## src/rtl/bus_trace_pipe.sv

```systemverilog
module bus_trace_pipe #(
  parameter int DATA_W = 32,
  parameter int REQ_W  = 5,
  parameter int GAP_W  = 8
) (
  input  logic              clk,
  input  logic              rst,
  input  logic [DATA_W-1:0] bus_data,
  input  logic [REQ_W-1:0]  bus_req,
  input  logic              bus_active,
  input  logic              compact_mode,
  output logic              store_en,
  output logic [DATA_W-1:0] store_data,
  output logic [REQ_W-1:0]  store_req,
  output logic [3:0]        store_status,
  output logic [GAP_W-1:0]  store_gap
);
  localparam logic [GAP_W-1:0] GAP_MAX = {GAP_W{1'b1}};

  logic              s1_v, s2_v;
  logic [DATA_W-1:0] s1_data, s2_data;
  logic [REQ_W-1:0]  s1_req, s2_req;
  logic              s1_act, s2_act;
  logic [3:0]        stat_d, stat_q;
  logic [GAP_W-1:0]  gap_cnt;
  logic              idle2, keep2;

  // stage 1: pin capture
  always_ff @(posedge clk) begin
    if (rst) begin
      s1_v <= 1'b0; s1_data <= '0; s1_req <= '0; s1_act <= 1'b0;
    end else begin
      s1_v <= 1'b1; s1_data <= bus_data; s1_req <= bus_req; s1_act <= bus_active;
    end
  end

  // status from the stage-1 sample against the previous one (held in stage 2)
  assign stat_d[0] = s1_v & (|s1_req);
  assign stat_d[1] = s1_v & s2_v & (s1_data != s2_data);
  assign stat_d[2] = s1_v & s1_act & ~s2_act;
  assign stat_d[3] = s1_v & ~s1_act & s2_act;

  // stage 2: second register for data, status register for derived bits
  always_ff @(posedge clk) begin
    if (rst) begin
      s2_v <= 1'b0; s2_data <= '0; s2_req <= '0; s2_act <= 1'b0; stat_q <= '0;
    end else begin
      s2_v <= s1_v; s2_data <= s1_data; s2_req <= s1_req; s2_act <= s1_act;
      stat_q <= stat_d;
    end
  end

  assign idle2 = ~s2_act & (stat_q == 4'b0000);
  assign keep2 = ~compact_mode | ~idle2;

  // stage 3: qualified store
  always_ff @(posedge clk) begin
    if (rst) begin
      store_en <= 1'b0; store_data <= '0; store_req <= '0;
      store_status <= '0; store_gap <= '0; gap_cnt <= '0;
    end else begin
      store_en <= s2_v & keep2;
      if (s2_v) begin
        store_data   <= s2_data;
        store_req    <= s2_req;
        store_status <= stat_q;
        if (keep2) begin
          store_gap <= gap_cnt;
          gap_cnt   <= '0;
        end else if (gap_cnt != GAP_MAX) begin
          gap_cnt <= GAP_W'(gap_cnt + 1'b1);
        end
      end
    end
  end

  AST_FIRST_FILL_NO_STORE: assert property (@(posedge clk) disable iff (rst)
    $rose(s2_v) |-> !store_en);
  AST_STATUS_ONLY_VALID: assert property (@(posedge clk) disable iff (rst)
    !s2_v |-> stat_q == 4'b0000);
  AST_EXPANDED_EVERY: assert property (@(posedge clk) disable iff (rst)
    ($past(!rst) && $past(!compact_mode) && $past(store_en)) |-> store_en);
  AST_EXPANDED_NO_GAP: assert property (@(posedge clk) disable iff (rst)
    ($past(!rst) && store_en && $past(!compact_mode) && $past(store_en)) |-> store_gap == '0);
  AST_DROP_COUNTS: assert property (@(posedge clk) disable iff (rst)
    ($past(!rst) && $past(s2_v) && !store_en && $past(gap_cnt) != GAP_MAX)
      |-> gap_cnt == GAP_W'($past(gap_cnt) + 1'b1));
endmodule

```

## config.mk

```make
export PLATFORM = sky130hd
export DESIGN_NAME = bus_trace_pipe
export DESIGN_NICKNAME = d
export VERILOG_FILES = /design/src/rtl/bus_trace_pipe.sv
export SDC_FILE = /design/constraint.sdc
export NUM_CORES = 1
export LEC_CHECK = 0
export BUFFER_PORTS_ARGS = -buffer_cell sky130_fd_sc_hd__buf_2
export CORE_ASPECT_RATIO = 0.6
export CORE_MARGIN = 5
export CORE_UTILIZATION = 30
export CTS_CLUSTER_DIAMETER = 150
export DETAILED_ROUTE_END_ITERATION = 6
export PLACE_DENSITY = 0.55
export SLEW_MARGIN = 25
export SYNTH_ARGS = -nofsm -noshare
export SYNTH_HDL_FRONTEND = slang
export SYNTH_SLANG_ARGS = --single-unit
```

## constraint.sdc

```tcl
create_clock -name clk -period 1.5 [get_ports clk]
set_input_delay 0.3 -clock clk [delete_from_list [all_inputs] [get_ports clk]]
set_output_delay 0.3 -clock clk [all_outputs]
set_load 0.005 [all_outputs]
```

**After elaboration in Yosys (flattened, before gate mapping)**

Cells that the tools add are included.

- $add $sub $neg: 1
- Equal/unequal tests: 2
- Mux-type cells: 3
- Bitwise gates (word level): 14
- Reductions and logical operators: 5

Operators with widths:

| cell | number |
|---|---|
| inequality test 32 bit | 1 |
| 2-to-1 mux 8 bit | 2 |
| AND 1 bit | 9 |
| adder 8 x 1 -> 8 bit, second input constant | 1 |
| inequality test 8 bit, second input constant | 1 |
| OR reduction 5 bit | 1 |
| zero test 4 bit | 1 |
| NOT 1 bit | 4 |
| AND reduction 2 bit | 2 |
| nonzero test 2 bit | 1 |
| 2-to-1 mux 1 bit | 1 |
| bitwise OR 1 bit | 1 |

- Bits in registers: 140
- Bits of input ports: 41
- Output and inout port bits: 50
- Logic and storage cells: 40

**Longest topological paths before layout**

Gate-level depths: netlist (run 1).

- Word-level depth: 6
- Depth in mapped cells: 5
- Mapped depth without buffers: 5

**Worst setup path before layout (run 1)**

OpenSTA, ideal clock, no wires.

- Path type: reg2reg
- From: register stat_q[3]
- To: register gap_cnt[5]
- Library setup time: 0.086 ns
- Arrival time: 1.469 ns
- Required time: 1.414 ns
- Slack: -0.055 ns
- Stages on the path, launching flop included: 5
- Path buffers: 0
- Period minus slack after synthesis: 1.555 ns
- Cell sequence: dfxtp_1 > or4_4 > or2_0 > a31o_1 > a221oi_2

- Word-level cells in the longest chain between the ends: 6
- Elaborated cells between the ends (all ways): 7
- Classes of those cells: mux: 1; bitwise: 3; reduce/logical: 3

Ends and longest elaborated chain:

| item | RTL line | text |
|---|---|---|
| from (decl) | 24 | `logic [3:0] stat_d, stat_q;` |
| from (signal assigned) | 49 | `stat_q <= stat_d;` |
| zero test 4 bit (*) | 53 | `assign idle2 = ~s2_act & (stat_q == 4'b0000);` |
| AND 1 bit (*) | 53 |  |
| NOT 1 bit (*) | 54 | `assign keep2 = ~compact_mode \| ~idle2;` |
| bitwise OR 1 bit (*) | 54 |  |
| nonzero test 2 bit (no source line) | n/a |  |
| AND reduction 2 bit (no source line) | n/a |  |
| to (signal assigned) | 71 | `gap_cnt <= GAP_W'(gap_cnt + 1'b1);` |
| to (decl) | 25 | `logic [GAP_W-1:0] gap_cnt;` |

Every way passes the cells marked *; elsewhere a longest branch is shown, timed or not.
A chain may end at the register's enable or synchronous reset.

**Final worst setup path (run 1)**

- From: register stat_q[0]
- To: register gap_cnt[5]

Same word-level chain as after synthesis.

==> metrics.md, run 1 <==
| Metric | Value |
|---|---|
| Count of synthesis-stage warnings from yosys | 0 |
| Area enclosed by the die boundary | 18,500 um^2 |
| Number of levels in the clock H-tree | 4 |
| Post-Syn Area per Cell | 10.9 um^2 |
| Leading cell type by number of instances after synthesis | sky130_fd_sc_hd__dfxtp_1 |
| Horizontal extent of the die | 172 um |
| Worst slew margin relative to its limit | 0.771 |
| Critical path launch point type | flop |
| Aggregate global routing overflow | 0 |
| FF-to-FF End | gap_cnt[5] |
| Sequential Area | 2810 um^2 |
| Sequential Power Share | 0.449 |
| Leakage | 2.62 nW |
| IO Port Bufs | 90 |
| Number of DRC markers after the initial detailed-route iteration | 206 |
| Count of flip-flops with a built-in enable after synthesis | 0 |
| Vias in the first global route | 3,342 |
| Unrepaired setup endpoints after global routing | yes |
| Netlist Area Pre-Place | 4750 um^2 |
| Part of the power in combinational logic | 0.059 |
| # diodes | 0 |
| Number of cells in the finished layout apart from fillers | 759 |
| Routed len/inst | 14.6 um |
| Area used by multi-input combinational logic | 1920 um^2 |
| Pre-antenna DRT Iters | 4 |
| Path category of the worst min-delay check | primary input to flop |
| Actual slew at the worst max-slew pin | 344 ps |
| Top cell type's share of synthesized area | 0.590 |
| Fraction of final layout cells sized beyond drive strength 1 | 0.286 |
| Worst Min Path Start | bus_data[13] |
| Worst endpoint data arrival time | 1970 ps |
| Setup slack of the worst register-to-register path | -140 ps |
| Overall power | 8.75 mW |
| Final clock period utilization by the worst path | 1.09 |
| Highest attainable clock frequency | 610 MHz |
| Total routing usage reported by global routing | 0.125 |
| Area leader, netlist | sky130_fd_sc_hd__dfxtp_1 |
| Clock skew after layout | 9.91 ps |
| Power density over the cells | 1400 nW/um^2 |
| FILL cells | 1,501 |
| Height of the die | 107 um |
| Number of distinct library cell variants in the gate-level netlist after synthesis | 37 |
| Top Ports | 91 |
| Top area cells in the synthesized netlist | sky130_fd_sc_hd__dfxtp_1 (59%), sky130_fd_sc_hd__mux2i_1 (10%), sky130_fd_sc_hd__nor2b_1 (10%) |
| Site row count | 35 |
| Max-Cap Viols | 0 |
| Dpl hpwl | 7930 um |
| Clock sink total | 140 |
| Initial Utilization | 0.308 |
| Final wirelength | 11,100 um |
| Area of the placeable core | 15,400 um^2 |
| Critical path peak fanout | 4 |
| Syn Inst Count | 435 |
| Least setup slack across all paths after layout | -139 ps |
| Setup TNS | -1080 ps |
| Ys flop type | sky130_fd_sc_hd__dfxtp_1 |
| DRC Markers | 0 |
| Top cell types by occurrence after synthesis | sky130_fd_sc_hd__dfxtp_1 (140), sky130_fd_sc_hd__nor2b_1 (78), sky130_fd_sc_hd__nor2_1 (53) |
| Clock tree from TritonCTS | yes |
| Outcome | finished, violations left |
| Pin count of the biggest net entering global routing | 82 |
| Cells after DPL | 724 |
| Number of failing setup endpoints in the final timing report | 16 |
| Vias per cell | 4.33 |
| Layout Area Growth over Synthesis | 31.7% |
| CTS clk-pin slew, worst paths | 70 ps |
| Reg2Reg Depth | 4 |
| Number of failing hold endpoints at the final stage | 0 |
| Launching instance or port of the critical path | stat_q[0] |
| FF+latch count, synth | 140 |
| Startpoint of the lowest-slack register-to-register path | stat_q[0] |
| Post-route minimum period | 1640 ps |
| Critical Path End | gap_cnt[5] |
| # nets final | 585 |
| Maximum resistive drop on vdd | 836 uV |
| Global placer's final weighted congestion | 0.821 |
| Antenna violations before repair | 0 |
| Power spent charging and discharging nets | 2.07 mW |
| Post-Place Setup Slack | -188 ps |
| Worst skew pair latency | 410 ps |
| Critical setup path kind | flop to flop |
| Wire length of the first global-routing pass | 17,900 um |
| Final max-slew violation count | 0 |
| Crit end category | flop |
| Internal Pwr Total | 6.68 mW |
| Sw Ratio | 0.237 |
| Synth async-reset ratio | 0 |
| Part of the Yosys area used for sequential elements | 0.590 |
| Total nets after synthesis | 477 |
| Post-DRT Antenna Nets | 0 |
| Clock root buffer master | sky130_fd_sc_hd__clkbuf_16 |
| Violated checks | negative setup slack |
| Relative contribution of the clock network to total power | 0.491 |
| TritonCTS buffer count | 17 |
| Worst endpoint required time | 1830 ps |
| Utilization after layout | 0.406 |
| Total via count in the routed design | 3,286 |
| Max Root-Sink Buffers | 2 |
[sequential cells by signal, indices dropped and copies added (netlist names)]
register      count
gap_cnt           8
s1_act            1
s1_data          32
s1_req            5
s1_v              1
s2_act            1
s2_data          32
s2_req            5
s2_v              1
stat_q            4
store_data       32
store_en          1
store_gap         8
store_req         5
store_status      4
[logic make-up after synthesis]
kind of cell / after synthesis / synth area share
and+or+nand+nor: 167 / 0.192
DFF: 140 / 0.590
muxes: 49 / 0.103
xor gates and xnor gates: 32 / 0.0590
buffers and inverters: 25 / 0.0213
AOI/OAI and AO/OA: 21 / 0.0319
adders and majority gates: 1 / 0.00263
[power groups by stage]
stage / Combinational [mW] / Clock (mW) / Sequential, mW
final: 0.520 / 4.30 / 3.93
after global routing: 0.573 / 4.58 / 3.94
after CTS: 0.509 / 4.41 / 3.93
after detailed placement: 0.488 / 0 / 4.01
after global placement: 0.483 / 0 / 4.00
after floorplan: 0.303 / 0 / 3.99
[placed cells by master (no fill, tap or decap), types with 5 or more instances in the layout]
| cell | instances |
|---|---|
| sky130_fd_sc_hd__buf_2 | 89 |
| sky130_fd_sc_hd__nand2_1 | 8 |
| sky130_fd_sc_hd__nor2b_1 | 78 |
| sky130_fd_sc_hd__xnor2_1 | 29 |
| sky130_fd_sc_hd__dfxtp_1 | 136 |
| sky130_fd_sc_hd__a21oi_1 | 5 |
| sky130_fd_sc_hd__nand4_1 | 11 |
| sky130_fd_sc_hd__mux2i_1 | 49 |
| sky130_fd_sc_hd__clkbuf_16 | 17 |
| sky130_fd_sc_hd__inv_6 | 6 |
| sky130_fd_sc_hd__buf_4 | 18 |
| sky130_fd_sc_hd__nor2_1 | 52 |
[routing by layer]
metal / track usage / wire [um] / vias up / share of wire
met4: 0.0393 / 168 / 0 / 0.015
met1: 0.189 / 5850 / 1515 / 0.53
met2: 0.163 / 4250 / 99 / 0.38
met5: 0 / 0 / - / 0
li1: - / - / 1657 / -
met3: 0.0422 / 835 / 15 / 0.075
[worst max-delay path, stage by stage, from the launching register on]
cell	delay, ps
sky130_fd_sc_hd__dfxtp_2	320
sky130_fd_sc_hd__or4_4	550
sky130_fd_sc_hd__or2_1	260
sky130_fd_sc_hd__a31o_1	210
sky130_fd_sc_hd__a221oi_2	220
[final cells by class]
type                       instances  area share
timing repair buffer             112       0.105
clock inverter                    14      0.0272
tap                              203      0.0406
sequential                       140       0.449
multi-input combinational        270       0.307
clock buffer                      18      0.0702
inverter                           2     0.00120
[stage by stage]
| stage | hold WS (ps) | instance area (um^2) |
|---|---|---|
| 3_5_place_dp | 451 | 5530 |
| 4_1_cts | 77.6 | 6200 |
| 6_report | 93.9 | 6250 |
| 5_1_grt | 79.6 | 6250 |
| 2_1_floorplan | 428 | 4750 |
| 3_3_place_gp | 448 | 5530 |
[repair_timing]
item                       4_1_cts  5_1_grt
setup endpoints to repair       14       17
hold buffers                     0        0
gates resized for setup         14        9
buffers inserted                 1        1
pin swaps                        5        4
gates cloned                     1        0
[how the worst min path moves through the flow]
stage / depth (start not counted) / slack [ps] / end
3_5_place_dp: 1 / 450 / s2_req[2]
5_1_grt: 2 / 80 / s1_data[13]
3_3_place_gp: 2 / 450 / store_req[3]
6_report: 2 / 90 / s1_data[13]
2_1_floorplan: 1 / 430 / s1_act
4_1_cts: 2 / 80 / s1_data[13]
(Power assumes the default switching activity.)
==> inputs of run 2 (changes only) <==
- CORE_UTILIZATION: 30 -> 40
- HOLD_SLACK_MARGIN: default -> 0.06
- PLACE_DENSITY: 0.55 -> 0.68
==> run 2 against run 1 <==
Critical path type unchanged. Clock skew down 0.95 ps. Fmax shrank 1.4%. Die area decreased by 23%. Via count increased by 0.46%. Routed wire length is 3.8% lower. Non-clock buffer count shrank 1. The flow still finishes with violations (negative setup slack).
==> metrics.md, run 2 (synthesis results as in run 1) <==
| Metric | Value |
|---|---|
| Crit end category | flop |
| Critical path peak fanout | 4 |
| Area enclosed by the die boundary | 14,200 um^2 |
| Worst slew margin relative to its limit | 0.700 |
| Total routing usage reported by global routing | 0.155 |
| Aggregate global routing overflow | 0 |
| Least setup slack across all paths after layout | -162 ps |
| Number of failing hold endpoints at the final stage | 0 |
| Vias in the first global route | 3,280 |
| Reg2Reg Depth | 4 |
| Worst endpoint data arrival time | 1980 ps |
| Post-DRT Antenna Nets | 0 |
| Post-Layout Inst Area | 6110 um^2 |
| Wire length of the first global-routing pass | 16,800 um |
| # nets final | 584 |
| Clock tree from TritonCTS | yes |
| Actual slew at the worst max-slew pin | 451 ps |
| Top Ports | 91 |
| Pin count of the biggest net entering global routing | 85 |
| Max-Cap Viols | 0 |
| Violated checks | negative setup slack |
| Highest-count cells in the layout ignoring fill and taps | sky130_fd_sc_hd__dfxtp_1 (138), sky130_fd_sc_hd__buf_2 (89), sky130_fd_sc_hd__nor2b_1 (78), sky130_fd_sc_hd__nor2_1 (52), sky130_fd_sc_hd__mux2i_1 (49) |
| Hold-fix buffers, CTS | 0 |
| Critical path launch point type | flop |
| Area after DPL | 5450 um^2 |
| Part of the power in combinational logic | 0.063 |
| Clock skew after layout | 8.96 ps |
| Dpl hpwl | 7540 um |
| Internal Pwr Total | 6.31 mW |
| Max Root-Sink Buffers | 2 |
| Sequential Power Share | 0.477 |
| Setup TNS | -1500 ps |
| Instance count along the most critical hold path | 2 |
| Worst skew pair latency | 400 ps |
| Worst endpoint required time | 1820 ps |
| Layout Area Growth over Synthesis | 28.6% |
| Leakage | 2.57 nW |
| CP max stage delay | 570 ps |
| Height of the die | 94.4 um |
| Family with the most delay on the worst path | simple AND/OR/NAND/NOR gates |
| DRC Markers | 0 |
| Worst path buffer plus inverter count | 0 |
| Number of failing setup endpoints in the final timing report | 16 |
| Horizontal extent of the die | 151 um |
| Post-route minimum period | 1660 ps |
| Power spent charging and discharging nets | 1.92 mW |
| List of cells traversed by the critical path | or4_4 -> or2_4 -> a31o_1 -> a221oi_2 |
| Antenna violations before repair | 0 |
| Final max-slew violation count | 0 |
| Most common cell after layout, fill and taps aside | sky130_fd_sc_hd__dfxtp_1 |
| Initial Utilization | 0.415 |
| Overall power | 8.23 mW |
| Pre-antenna DRT Iters | 4 |
| Critical setup path kind | flop to flop |
| # diodes | 0 |
| Maximum resistive drop on vdd | 830 uV |
| CTS clk-pin slew, worst paths | 60 ps |
| Crit-path slowest cell | sky130_fd_sc_hd__or4_4 |
| Relative contribution of the clock network to total power | 0.460 |
| Final wirelength | 10,700 um |
| IO Port Bufs | 90 |
| Vias per cell | 4.62 |
| Site row count | 30 |
| TritonCTS buffer count | 17 |
| Global placer's final weighted congestion | 0.834 |
| Clock root buffer master | sky130_fd_sc_hd__clkbuf_16 |
| Power density over the cells | 1350 nW/um^2 |
| Area of the placeable core | 11,400 um^2 |
| Final clock period utilization by the worst path | 1.11 |
| Crit path depth | 4 |
| Fraction of final layout cells sized beyond drive strength 1 | 0.281 |
| Total via count in the routed design | 3,301 |
| Outcome | finished, violations left |
| Regs by FF count | s1_data: 32 flops, s2_data: 32 flops, store_data: 32 flops |
| Clock sink total | 140 |
| Number of DRC markers after the initial detailed-route iteration | 155 |
| Sw Ratio | 0.233 |
| Routed len/inst | 14.9 um |
| Path category of the worst min-delay check | primary input to flop |
| Number of levels in the clock H-tree | 4 |
| Unrepaired setup endpoints after global routing | yes |
| Highest attainable clock frequency | 602 MHz |
==> run 2: power groups by stage <==
stage / Sequential, mW / Clock, mW / Combinational (mW)
2_1_floorplan: 3.99 / 0 / 0.303
3_3_place_gp: 4.00 / 0 / 0.468
3_5_place_dp: 4.01 / 0 / 0.474
4_1_cts: 3.93 / 3.89 / 0.494
5_1_grt: 3.94 / 4.07 / 0.563
6_report: 3.93 / 3.79 / 0.517
==> run 2: path summary, 6_finish.rpt <==
kind,slack (ps),start,to
hold / removal,100,bus_data[17],s1_data[17]
setup / recovery,-160,stat_q[2],gap_cnt[5]
setup reg to reg,-160,stat_q[2],gap_cnt[5]
hold reg to reg,470,s1_req[3],s2_req[3]
==> run 2: repair_timing <==
action	4_1_cts	5_1_grt
pin swaps	7	6
gates cloned	1	0
resized for setup	10	10
endpoints found under the setup margin	16	17
hold endpoints to repair	0	0
setup buffers	2	2
==> run 2: per-stage QoR <==
| step | instances | utilization | setup WS (ps) | hold slack [ps] |
|---|---|---|---|---|
| 2_1_floorplan | 435 | - | -48.1 | 428 |
| 3_3_place_gp | 678 | 0.476 | -116 | 445 |
| 3_5_place_dp | 678 | 0.476 | -172 | 457 |
| 4_1_cts | 713 | 0.528 | -153 | 84.8 |
| 5_1_grt | 715 | 0.533 | -186 | 92.7 |
| 6_report | 715 | 0.533 | -162 | 105 |
==> run 2: layout make-up <==
| type | instances | area (um^2) |
|---|---|---|
| Clock buffer | 19 | 453 |
| Clock inverter | 13 | 95.1 |
| Fill cell | 1029 | 5340 |
| Inverter | 2 | 7.51 |
| Multi-Input combinational cell | 270 | 1900 |
| Sequential cell | 140 | 2810 |
| Tap cell | 160 | 200 |
| Timing Repair Buffer | 111 | 643 |
==> run 2: per-layer routing <==
| metal | part of all wire | up-vias | wire length [um] | track usage |
|---|---|---|---|---|
| met5 | 0 | - | 0 | 0 |
| met4 | 0.013 | 0 | 136 | 0.0596 |
| met3 | 0.068 | 11 | 725 | 0.0542 |
| met2 | 0.39 | 99 | 4150 | 0.206 |
| met1 | 0.53 | 1535 | 5670 | 0.226 |
| li1 | - | 1656 | - | - |
==> inputs of run 3 (changes only) <==
- CTS_BUF_LIST: default -> sky130_fd_sc_hd__clkbuf_4 sky130_fd_sc_hd__clkbuf_8
==> run 3 against run 2 <==
The run still ends with negative setup slack left. Combinational power up 5.4%. Power down 13%. Setup slack worse by 16 ps. Clock power down 28%. Fmax down 0.96%. Non-clock buffer count up 13. Clock skew up 0.91 ps. Sequential share of layout area up 0.37 points. Die area unchanged. Via count up 0.94%. Largest power group unchanged. Highest routed layer unchanged.
==> metrics.md, run 3 (synthesis results as in run 1) <==
| Metric | Value |
|---|---|
| Highest-count cells in the layout ignoring fill and taps | sky130_fd_sc_hd__dfxtp_1 (139), sky130_fd_sc_hd__buf_2 (89), sky130_fd_sc_hd__nor2b_1 (78), sky130_fd_sc_hd__nor2_1 (52), sky130_fd_sc_hd__mux2i_1 (49) |
| Pre-antenna DRT Iters | 4 |
| Clock sink total | 140 |
| Total routing usage reported by global routing | 0.155 |
| Violated checks | negative setup slack |
| Actual slew at the worst max-slew pin | 459 ps |
| Area used by multi-input combinational logic | 1910 um^2 |
| CTS clk-pin slew, worst paths | 80 ps |
| Max-Cap Viols | 0 |
| Most common cell after layout, fill and taps aside | sky130_fd_sc_hd__dfxtp_1 |
| Initial Utilization | 0.415 |
| Global placer's final weighted congestion | 0.834 |
| Critical path launch point type | flop |
| Antenna violations before repair | 0 |
| DRC Markers | 0 |
| Worst endpoint data arrival time | 2030 ps |
| Number of levels in the clock H-tree | 4 |
| Layout Area Growth over Synthesis | 27.5% |
| Cells after DPL | 678 |
| Critical setup path kind | flop to flop |
| Top Ports | 91 |
| Fraction of final layout cells sized beyond drive strength 1 | 0.273 |
| Routed len/inst | 14.8 um |
| Vias in the first global route | 3,316 |
| Area of the placeable core | 11,400 um^2 |
| Post-DRT Antenna Nets | 0 |
| Crit end category | flop |
| WHS | 80.7 ps |
| IO Port Bufs | 90 |
| Worst skew pair latency | 440 ps |
| Leakage | 2.54 nW |
| Vias per cell | 4.58 |
| Critical path peak fanout | 4 |
| Post-route minimum period | 1680 ps |
| Outcome | finished, violations left |
| Final clock period utilization by the worst path | 1.12 |
| Worst endpoint required time | 1850 ps |
| FILL cells | 1,034 |
| Site row count | 30 |
| # nets final | 597 |
| Aggregate global routing overflow | 0 |
| Area after DPL | 5450 um^2 |
| Area enclosed by the die boundary | 14,200 um^2 |
| Final max-slew violation count | 0 |
| Worst slew margin relative to its limit | 0.694 |
| Pin count of the biggest net entering global routing | 85 |
| Least setup slack across all paths after layout | -178 ps |
| Power density over the cells | 1180 nW/um^2 |
| Number of failing hold endpoints at the final stage | 0 |
| Horizontal extent of the die | 151 um |
| Path category of the worst min-delay check | primary input to flop |
| # diodes | 0 |
| Launching instance or port of the critical path | stat_q[0] |
| Sequential Area | 2800 um^2 |
| Post-Place Setup Slack | -172 ps |
| Clock root buffer master | sky130_fd_sc_hd__clkbuf_8 |
| Number of DRC markers after the initial detailed-route iteration | 132 |
| Worst Min Path Start | bus_data[2] |
| Number of failing setup endpoints in the final timing report | 16 |
| Regs by FF count | s1_data: 32 flops, s2_data: 32 flops, store_data: 32 flops |
| Unrepaired setup endpoints after global routing | yes |
| TritonCTS buffer count | 17 |
| Startpoint of the lowest-slack register-to-register path | stat_q[0] |
| Final wirelength | 10,800 um |
| Maximum resistive drop on vdd | 550 uV |
| Total via count in the routed design | 3,332 |
| Height of the die | 94.4 um |
| Post-Layout Inst Area | 6060 um^2 |
| Highest attainable clock frequency | 596 MHz |
| Dpl hpwl | 7540 um |
| Wire length of the first global-routing pass | 16,900 um |
| Clock tree from TritonCTS | yes |
| Max Root-Sink Buffers | 2 |
| Utilization after layout | 0.529 |
| Number of cells in the finished layout apart from fillers | 728 |
| Clock skew after layout | 9.87 ps |
-- run 3: cell types whose count changed in the layout (fill, tap and decap cells not counted), sizes merged --
cell         delta
dlygate4sd3    +13
-- run 3: worst paths after layout --
kind,endpoint,slack [ps],cells past startpoint
max reg2reg,gap_cnt[5],-180,4
min,s1_data[2],80,2
min reg2reg,s2_req[0],470,1
max,gap_cnt[5],-180,4
-- run 3: critical path: stages, from the launching register on --
cell,delay [ps]
sky130_fd_sc_hd__dfxtp_1,330
sky130_fd_sc_hd__or4_4,570
sky130_fd_sc_hd__or2_4,260
sky130_fd_sc_hd__a31o_1,200
sky130_fd_sc_hd__a221oi_2,240
-- run 3: power by group --
part | internal [mW] | switching, mW | total, mW
registers | 3.84 | 0.0828 | 3.92
logic | 0.291 | 0.255 | 0.545
clock network | 1.23 | 1.48 | 2.71
-- run 3: layer usage --
layer	wire length, um	part of all wire	up-vias	GRT usage
met5	0	0	-	0
met3	572	0.053	18	0.0432
met4	180	0.017	0	0.0671
met2	4160	0.39	90	0.208
li1	-	-	1680	-
met1	5850	0.54	1544	0.230
-- run 3: stage by stage --
| step | power [mW] | TNS [ps] |
|---|---|---|
| final | 7.17 | -1610 |
| after global routing | 7.49 | -2420 |
| after CTS | 7.23 | -1470 |
| after detailed placement | 4.48 | -2010 |
| after global placement | 4.47 | -1090 |
| after floorplan | 4.29 | -267 |
-- run 3: what timing repair did --
item | 4_1_cts | 5_1_grt
setup endpoints to repair | 16 | 17
hold endpoints to repair | 13 | 0
cloned | 1 | 0
pin swaps | 8 | 7
resized for setup | 14 | 6
setup buffers | 1 | 3
hold buffers | 13 | 0
-- run 3: cell type report --
type / count / area share
Sequential cell: 140 / 0.463
Multi-Input combinational cell: 270 / 0.315
Timing Repair Buffer: 124 / 0.128
Clock buffer: 19 / 0.0432
Tap cell: 160 / 0.0331
Clock inverter: 13 / 0.0157
Inverter: 2 / 0.00124
